File: src/rtl/pwm_pkg.sv
package pwm_pkg;
  localparam int unsigned TMR_W  = 15;
  localparam int unsigned DUTY_W = TMR_W + 1;
  typedef logic [TMR_W-1:0]  tmr_t;
  typedef logic [DUTY_W-1:0] duty_t;
endpackage

File: src/rtl/pwm_duty_buf.sv
module pwm_duty_buf #(
  parameter int unsigned DW = 16
) (
  input  logic          clk,
  input  logic          rst_n,
  input  logic          en,
  input  logic          bnd,
  input  logic          wr,
  input  logic [DW-1:0] wdata,
  output logic [DW-1:0] duty_act,
  output logic [DW-1:0] duty_eff
);
  logic [DW-1:0] hold_q, hold_d;
  logic [DW-1:0] act_q, act_d;
  logic          act_load;

  // The active duty follows the buffer while disabled and at each boundary.
  assign act_load = !en || bnd;

  always_comb begin
    hold_d = hold_q;
    if (wr) hold_d = wdata;
  end

  always_comb begin
    act_d = act_q;
    if (act_load) act_d = hold_q;
  end

  always_ff @(posedge clk or negedge rst_n) begin
    if (!rst_n) begin
      hold_q <= '0;
      act_q  <= '0;
    end else begin
      if (wr)       hold_q <= hold_d;
      if (act_load) act_q  <= act_d;
    end
  end

  assign duty_act = act_q;
  // At a boundary the period that is starting uses the buffered value.
  assign duty_eff = bnd ? hold_q : act_q;
endmodule

File: src/rtl/pwm_cmp.sv
module pwm_cmp #(
  parameter int unsigned TW = 15,
  parameter int unsigned DW = TW + 1
) (
  input  logic          en,
  input  logic          bnd,
  input  logic [TW-1:0] tmr,
  input  logic [TW-1:0] per,
  input  logic [DW-1:0] duty,
  input  logic          cur,
  output logic          nxt
);
  localparam int unsigned PADW = DW - TW;
  logic [DW-1:0] per_ext;
  logic [DW-1:0] tmr_ext;
  logic          duty_zero;
  logic          duty_over;
  logic          duty_hit;

  assign per_ext   = {{PADW{1'b0}}, per};
  assign tmr_ext   = {{PADW{1'b0}}, tmr};
  assign duty_zero = (duty == '0);
  assign duty_over = (duty > per_ext);
  assign duty_hit  = (tmr_ext == duty);

  always_comb begin
    nxt = cur;
    if (!en)            nxt = 1'b0;
    else if (duty_zero) nxt = 1'b0;
    else if (duty_over) nxt = 1'b1;
    else if (bnd)       nxt = 1'b1;
    else if (duty_hit)  nxt = 1'b0;
  end
endmodule

File: src/rtl/pwm_edge_gen.sv
module pwm_edge_gen
  import pwm_pkg::*;
#(
  parameter int unsigned TW = TMR_W,
  parameter int unsigned DW = TW + 1
) (
  input  logic          clk,
  input  logic          rst_n,
  input  logic          en,
  input  logic [TW-1:0] tmr,
  input  logic [TW-1:0] per,
  input  logic          bnd,
  input  logic          duty_wr,
  input  logic [DW-1:0] duty_wdata,
  output logic          pwm_out
);
  logic [DW-1:0] duty_act;
  logic [DW-1:0] duty_eff;
  logic          out_q, out_d;

  pwm_duty_buf #(.DW(DW)) u_buf (
    .clk      (clk),
    .rst_n    (rst_n),
    .en       (en),
    .bnd      (bnd),
    .wr       (duty_wr),
    .wdata    (duty_wdata),
    .duty_act (duty_act),
    .duty_eff (duty_eff)
  );

  pwm_cmp #(.TW(TW), .DW(DW)) u_cmp (
    .en   (en),
    .bnd  (bnd),
    .tmr  (tmr),
    .per  (per),
    .duty (duty_eff),
    .cur  (out_q),
    .nxt  (out_d)
  );

  always_ff @(posedge clk or negedge rst_n) begin
    if (!rst_n) out_q <= 1'b0;
    else        out_q <= out_d;
  end

  assign pwm_out = out_q;
endmodule

File: config.mk
export PLATFORM = sky130hd
export DESIGN_NAME = pwm_edge_gen
export DESIGN_NICKNAME = d
export VERILOG_FILES = /design/src/rtl/pwm_pkg.sv /design/src/rtl/pwm_duty_buf.sv /design/src/rtl/pwm_cmp.sv /design/src/rtl/pwm_edge_gen.sv
export SDC_FILE = /design/constraint.sdc
export NUM_CORES = 1
export LEC_CHECK = 0
export ABC_AREA = 1
export BUFFER_PORTS_ARGS = -buffer_cell sky130_fd_sc_hd__buf_2
export CAP_MARGIN = 20
export CELL_PAD_IN_SITES_DETAIL_PLACEMENT = 0
export CELL_PAD_IN_SITES_GLOBAL_PLACEMENT = 1
export CORE_AREA = 5 5 84 86
export DETAILED_ROUTE_END_ITERATION = 8
export DIE_AREA = 0 0 89 91
export GPL_TIMING_DRIVEN = 1
export PLACE_DENSITY = 0.81
export SYNTH_ARGS = -nofsm -noshare
export SYNTH_HDL_FRONTEND = slang
export SYNTH_SLANG_ARGS = --single-unit
export TNS_END_PERCENT = 30
File: constraint.sdc
create_clock -name clk -period 1.9 [get_ports clk]
set_input_delay 0.38 -clock clk [delete_from_list [all_inputs] [get_ports clk]]
set_output_delay 0.38 -clock clk [all_outputs]
set_load 0.01 [all_outputs]
==> results of run 1 <==
[worst min path at each step]
| stage | startpoint | to | slack (ns) | cells past startpoint |
|---|---|---|---|---|
| floorplan | rst_n | pwm_out | 0.08 | 0 |
| global placement | rst_n | u_buf.hold_q[0] | 0.35 | 1 |
| detailed placement | rst_n | u_buf.hold_q[0] | 0.35 | 1 |
| CTS | rst_n | u_buf.duty_act[11] | 0.05 | 1 |
| global route | rst_n | u_buf.hold_q[9] | 0.07 | 1 |
| finish | rst_n | u_buf.duty_act[11] | 0.04 | 1 |
[timing repair]
item	CTS	global route
resized for setup	0	21
buffers inserted	0	3
endpoints found under the hold margin	0	0
setup endpoints to repair	0	1
[stage by stage]
| stage | utilization | setup TNS [ns] | worst slack (ns) | cells |
|---|---|---|---|---|
| 2_1_floorplan | - | 0 | 0.0436 | 342 |
| 3_3_place_gp | 0.465 | -0.103 | -0.103 | 498 |
| 3_5_place_dp | 0.465 | -0.154 | -0.154 | 498 |
| 4_1_cts | 0.481 | 0 | 0.0856 | 506 |
| 5_1_grt | 0.496 | -0.00605 | -0.00605 | 510 |
| 6_report | 0.496 | 0 | 0.130 | 510 |
[layout by cell type (no fill, tap or decap), drive strengths merged]
master	count
nand2	129
buf	92
inv	60
dfrtp	33
o21ai	27
nor2	25
ha	15
nand3	14
a21oi	14
nand3b	8
clkbuf	7
nand4	3
nor4	2
and2	1
a21o	1
nor3	1
clkinv	1
[per-layer routing]
layer / share of wire / GRT usage
met5: 0 / 0
met4: 0.018 / 0.0459
met3: 0.055 / 0.0290
met2: 0.45 / 0.233
met1: 0.48 / 0.203
[layout make-up]
type / count / area (µm²) / share of cell area
inverters: 59 / 229 / 0.0744
repair inverters: 1 / 6.26 / 0.00203
multi-input cells: 240 / 1240 / 0.403
well taps: 77 / 96.3 / 0.0313
flip-flops and latches: 33 / 826 / 0.268
repair buffers: 92 / 578 / 0.188
clock buffers: 7 / 96.3 / 0.0313
clock inverters: 1 / 5.00 / 0.00163
[report_power, final]
group	switching, mW	total, mW	internal [mW]
sequential	0.0373	0.811	0.774
combinational	0.334	0.622	0.287
clock	0.243	0.571	0.327
total	0.615	2.00	1.39
[kinds of logic (layout without fill, tap and decap cells)]
| group | count (synthesis) | after routing | share of synthesized area |
|---|---|---|---|
| AO/OA/AOI/OAI | 42 | 42 | 0.0939 |
| adder cells (fa/ha/maj) | 15 | 15 | 0.0814 |
| buffers and inverters | 69 | 160 | 0.129 |
| flip-flops | 33 | 33 | 0.358 |
| AND/OR/NAND/NOR | 183 | 183 | 0.338 |
[sequential cells by signal, indices dropped and copies added (netlist names)]
register / flops
u_buf.duty_act: 16
u_buf.hold_q: 16
pwm_out: 1
[critical path, delay by kind of cell (launching register included)]
kind,cells,cell delay [ns]
adder cells (fa/ha/maj),1,0.26
buffers and inverters,2,0.15
AND/OR/NAND/NOR,5,0.65
AO/OA/AOI/OAI,2,0.21
flip-flops,1,0.37
==> flow_metrics.env, run 1 <==
export IMPL_hpwl_um=4710
export IMPL_ys_ff_latch=33
export IMPL_std_cell_rows=29
export IMPL_yosys_area_top_type="dfrtp_1"
export IMPL_final_area_um2=3080
export IMPL_status="finished, final reports clean"
export IMPL_viasPerCell=4.40
export IMPL_cp_cell_sequence="inv_1, nand2_1, nand2_1, inv_2, ha_4, nand4_1, nor3_4, nand3_1, a21oi_1, a21oi_1"
export IMPL_yosysMostFrequentCell="nand2_1"
export IMPL_io_pins=52
export IMPL_fmax_mhz=565
export IMPL_setup_viol=0
export IMPL_core_area_um2=6200
export IMPL_antenna_cells=0
export IMPL_cp_startpoint="u_buf.hold_q[10]"
export IMPL_synth_distinct_cells=22
export IMPL_async_flop_share=1.00
export IMPL_r2r_slack_ns=0.13
export IMPL_timing_rr_end="pwm_out"
export IMPL_drt_first_pass_iters=4
export IMPL_endpoint="pwm_out"
export IMPL_crit_type="flop to flop"
export IMPL_grt_pass1_vias=2249
export IMPL_clk_pin_slew_ns=0.07
export IMPL_worstSkewPairLatency_ns=0.28
export IMPL_detail_route_wl_per_cell_um=11.0
export IMPL_yosysTopAreaCellShare=0.358
export IMPL_vdd_drop_max_mv=0.505
export IMPL_slew_violations=0
export IMPL_grt_max_degree=33
export IMPL_tightest_slew_ns=0.444
export IMPL_power_density_nw_per_um2=651
export IMPL_p_leak_nw=1.78
export IMPL_cp_max_fo=2
export IMPL_synth_top_flop_cell="dfrtp_1"
export IMPL_netlist_instances=342
export IMPL_antenna_found_initial=0
export IMPL_synth_area_per_cell_um2=6.74
export IMPL_grt_first_pass_wirelength_um=9630
export IMPL_cp_data_arrival_time_ns=1.94
export IMPL_clock_path_buffers=2
export IMPL_period_share=0.931
export IMPL_cp_slowest_stage_delay_ns=0.37
export IMPL_whs_ns=0.0370
export IMPL_route_detailed_drc=0
export IMPL_synth_common_cells="nand2_1 (122), inv_1 (58), dfrtp_1 (33)"
export IMPL_globalRouteTotalUtil=0.148
export IMPL_synth_area_top_cells="dfrtp_1 (36%), nand2_1 (20%), inv_1 (9.4%)"
export IMPL_regToRegStartpoint="u_buf.hold_q[10]"
export IMPL_cts_sinks=33
export IMPL_netlist_area_um2=2310
export IMPL_cts_root_buffer="clkbuf_8"
export IMPL_maxSlewHeadroom=0.704
export IMPL_final_layout_size_suffix_gt1_frac=0.298
export IMPL_ys_seq_area_frac=0.358
export IMPL_area_growth_pct=33.5
export IMPL_dieHeight_um=91
export IMPL_io_buffers=51
export IMPL_ant_nets=0
export IMPL_finalNetCount=498
export IMPL_max_cap_viol_count=0
export IMPL_start_util=0.372
export IMPL_crit_required_ns=2.07
export IMPL_num_vias=2243
export IMPL_yosysWarnings=0
export IMPL_hold_viol=0
export IMPL_dpl_instance_area_um2=2890
export IMPL_drt_total_wl_um=5630
export IMPL_endpoint_kind="flop"
export IMPL_gp_congestion=0.821
export IMPL_dieArea_um2=8100
export IMPL_numCtsBuffers=5
export IMPL_total_power_mw=2.00
export IMPL_cts_tree="done"
export IMPL_r2r_cells=10
export IMPL_num_fill_cells=650
export IMPL_die_w_um=89
export IMPL_crit_path_start_kind="flop"
export IMPL_hold_path_class="input pin to asynchronous set/reset pin"
export IMPL_synth_edf_count=0
export IMPL_finalClockSkew_ns=0.00825
export IMPL_grt_overflow=0
export IMPL_finalCriticalPeriod_ns=1.77
export IMPL_h_tree_depth=2
export IMPL_slowest_stage="dfrtp_1"
export IMPL_drt_iter0_markers=74
export IMPL_hold_buffers=0
export IMPL_syn_nets=408
Power figures use the tool's default switching activity.
==> run 2, diff against run 1 <==
--- a/config.mk
+++ b/config.mk
@@ -17,2 +17,4 @@
 export PLACE_DENSITY = 0.81
+export RECOVER_POWER = 100
+export SLEW_MARGIN = 5
 export SYNTH_ARGS = -nofsm -noshare
--- a/constraint.sdc
+++ b/constraint.sdc
@@ -3,2 +3,2 @@
 set_output_delay 0.38 -clock clk [all_outputs]
-set_load 0.01 [all_outputs]
+set_load 0.005 [all_outputs]
==> flow_metrics.env, run 2 (synthesis gave the netlist of run 1 again) <==
export IMPL_status="finished, final reports clean"
export IMPL_power_density_nw_per_um2=653
export IMPL_postLayoutCoreUtil=0.494
export IMPL_tns_ns=0
export IMPL_crit_path_start_kind="flop"
export IMPL_clockPowerShare=0.285
export IMPL_num_fill_cells=656
export IMPL_drt_first_pass_iters=4
export IMPL_std_cell_rows=29
export IMPL_pwr_share_comb=0.309
export IMPL_period_share=0.929
export IMPL_maxSlewHeadroom=0.297
export IMPL_hold_path_class="input pin to asynchronous set/reset pin"
export IMPL_p_leak_nw=1.76
export IMPL_crit_required_ns=2.07
export IMPL_area_growth_pct=32.9
export IMPL_finalClockSkew_ns=0.00817
export IMPL_grt_pass1_vias=2249
export IMPL_cp_cell_sequence="inv_1, nand2_1, nand2_1, inv_2, ha_4, nand4_1, nor3_4, nand3_1, a21oi_1, a21oi_1"
export IMPL_detail_route_wl_per_cell_um=11.0
export IMPL_cts_root_buffer="clkbuf_8"
export IMPL_num_vias=2245
export IMPL_vdd_drop_max_mv=0.505
export IMPL_intPower_mw=1.39
export IMPL_grt_first_pass_wirelength_um=9630
export IMPL_io_buffers=51
export IMPL_grt_max_degree=33
export IMPL_slew_violations=0
export IMPL_slowest_stage="dfrtp_1"
export IMPL_route_detailed_drc=0
export IMPL_final_area_um2=3070
export IMPL_multi_input_comb_area_um2=1240
export IMPL_cp_max_fo=2
export IMPL_hpwl_um=4710
export IMPL_finalNetCount=498
export IMPL_drt_total_wl_um=5640
export IMPL_power_switching_mw=0.615
export IMPL_globalRouteTotalUtil=0.148
export IMPL_dieHeight_um=91
export IMPL_path_buf_inv=2
export IMPL_crit_type="flop to flop"
export IMPL_viasPerCell=4.40
export IMPL_gp_congestion=0.821
export IMPL_h_tree_depth=2
export IMPL_drt_iter0_markers=80
export IMPL_clock_path_buffers=2
export IMPL_max_cap_viol_count=0
export IMPL_final_layout_size_suffix_gt1_frac=0.289
export IMPL_tightest_slew_ns=1.05
export IMPL_hold_viol=0
export IMPL_antenna_cells=0
export IMPL_total_power_mw=2.00
export IMPL_io_pins=52
export IMPL_p_sw_frac=0.307
export IMPL_grt_overflow=0
export IMPL_dieArea_um2=8100
export IMPL_ant_nets=0
export IMPL_antenna_found_initial=0
export IMPL_final_common_cell="nand2_1"
export IMPL_r2r_slack_ns=0.13
export IMPL_worstSkewPairLatency_ns=0.28
export IMPL_die_w_um=89
export IMPL_start_util=0.372
export IMPL_regArea_um2=826
export IMPL_endpoint_kind="flop"
export IMPL_fmax_mhz=566
export IMPL_cts_sinks=33
export IMPL_setup_viol=0
export IMPL_cp_data_arrival_time_ns=1.94
export IMPL_mostFrequentLayoutCells="nand2_1 (113), inv_1 (53), buf_2 (48), buf_4 (38), dfrtp_1 (33)"
export IMPL_dpl_instance_area_um2=2890
export IMPL_cp_slowest_stage_delay_ns=0.37
export IMPL_clk_pin_slew_ns=0.07
export IMPL_finalCriticalPeriod_ns=1.77
export IMPL_cp_top_family="simple AND/OR/NAND/NOR gates"
export IMPL_cts_tree="done"
export IMPL_sequentialPowerShare=0.405
export IMPL_core_area_um2=6200
export IMPL_numCtsBuffers=5
run 2: changes by cell type in the layout (fill, tap and decap cells not counted):
cell and delta:
buf_2 -2, buf_4 -3, clkbuf_1 +4, clkbuf_2 +1
run 2: layout make-up:
class                   count  share of cell area
clock buffers               7              0.0314
clock inverters             1             0.00163
inverters                  59              0.0747
multi-input cells         240               0.405
flip-flops and latches     33               0.269
well taps                  77              0.0314
repair buffers             92               0.184
repair inverters            1             0.00204
run 2: path summary, 6_finish.rpt:
path	start	to	cells after the start
max reg2reg	u_buf.hold_q[10]	pwm_out	10
min reg2reg	u_buf.hold_q[10]	u_buf.duty_act[10]	2
min in group clk	duty_wdata[14]	u_buf.hold_q[14]	3
min	rst_n	u_buf.duty_act[11]	1
max in group asynchronous	rst_n	u_buf.duty_act[2]	2
max	u_buf.hold_q[10]	pwm_out	10
run 2: timing repair:
action,CTS,global route
setup endpoints to repair,0,1
setup buffers,0,3
hold buffers,0,0
gates resized for setup,0,21
run 2: power by group through the flow:
stage	Sequential [mW]	Clock [mW]	Combinational, mW
after floorplan	0.813	0	0.344
after global placement	0.821	0	0.572
after detailed placement	0.824	0	0.585
after CTS	0.810	0.589	0.588
after global routing	0.818	0.625	0.720
final	0.811	0.571	0.618
run 2: routing by layer:
layer,global-route usage,part of all wire,vias up
met4,0.0459,0.018,0
li1,-,-,1232
met1,0.203,0.48,960
met5,0,0,-
met2,0.233,0.45,44
met3,0.0290,0.054,9
run 2: stage by stage:
| step | hold WS, ns | worst slack (ns) | instances |
|---|---|---|---|
| 2_1_floorplan | 0.0844 | 0.0436 | 342 |
| 3_3_place_gp | 0.346 | -0.103 | 498 |
| 3_5_place_dp | 0.352 | -0.154 | 498 |
| 4_1_cts | 0.0457 | 0.0856 | 506 |
| 5_1_grt | 0.309 | -0.00605 | 510 |
| 6_report | 0.264 | 0.134 | 510 |
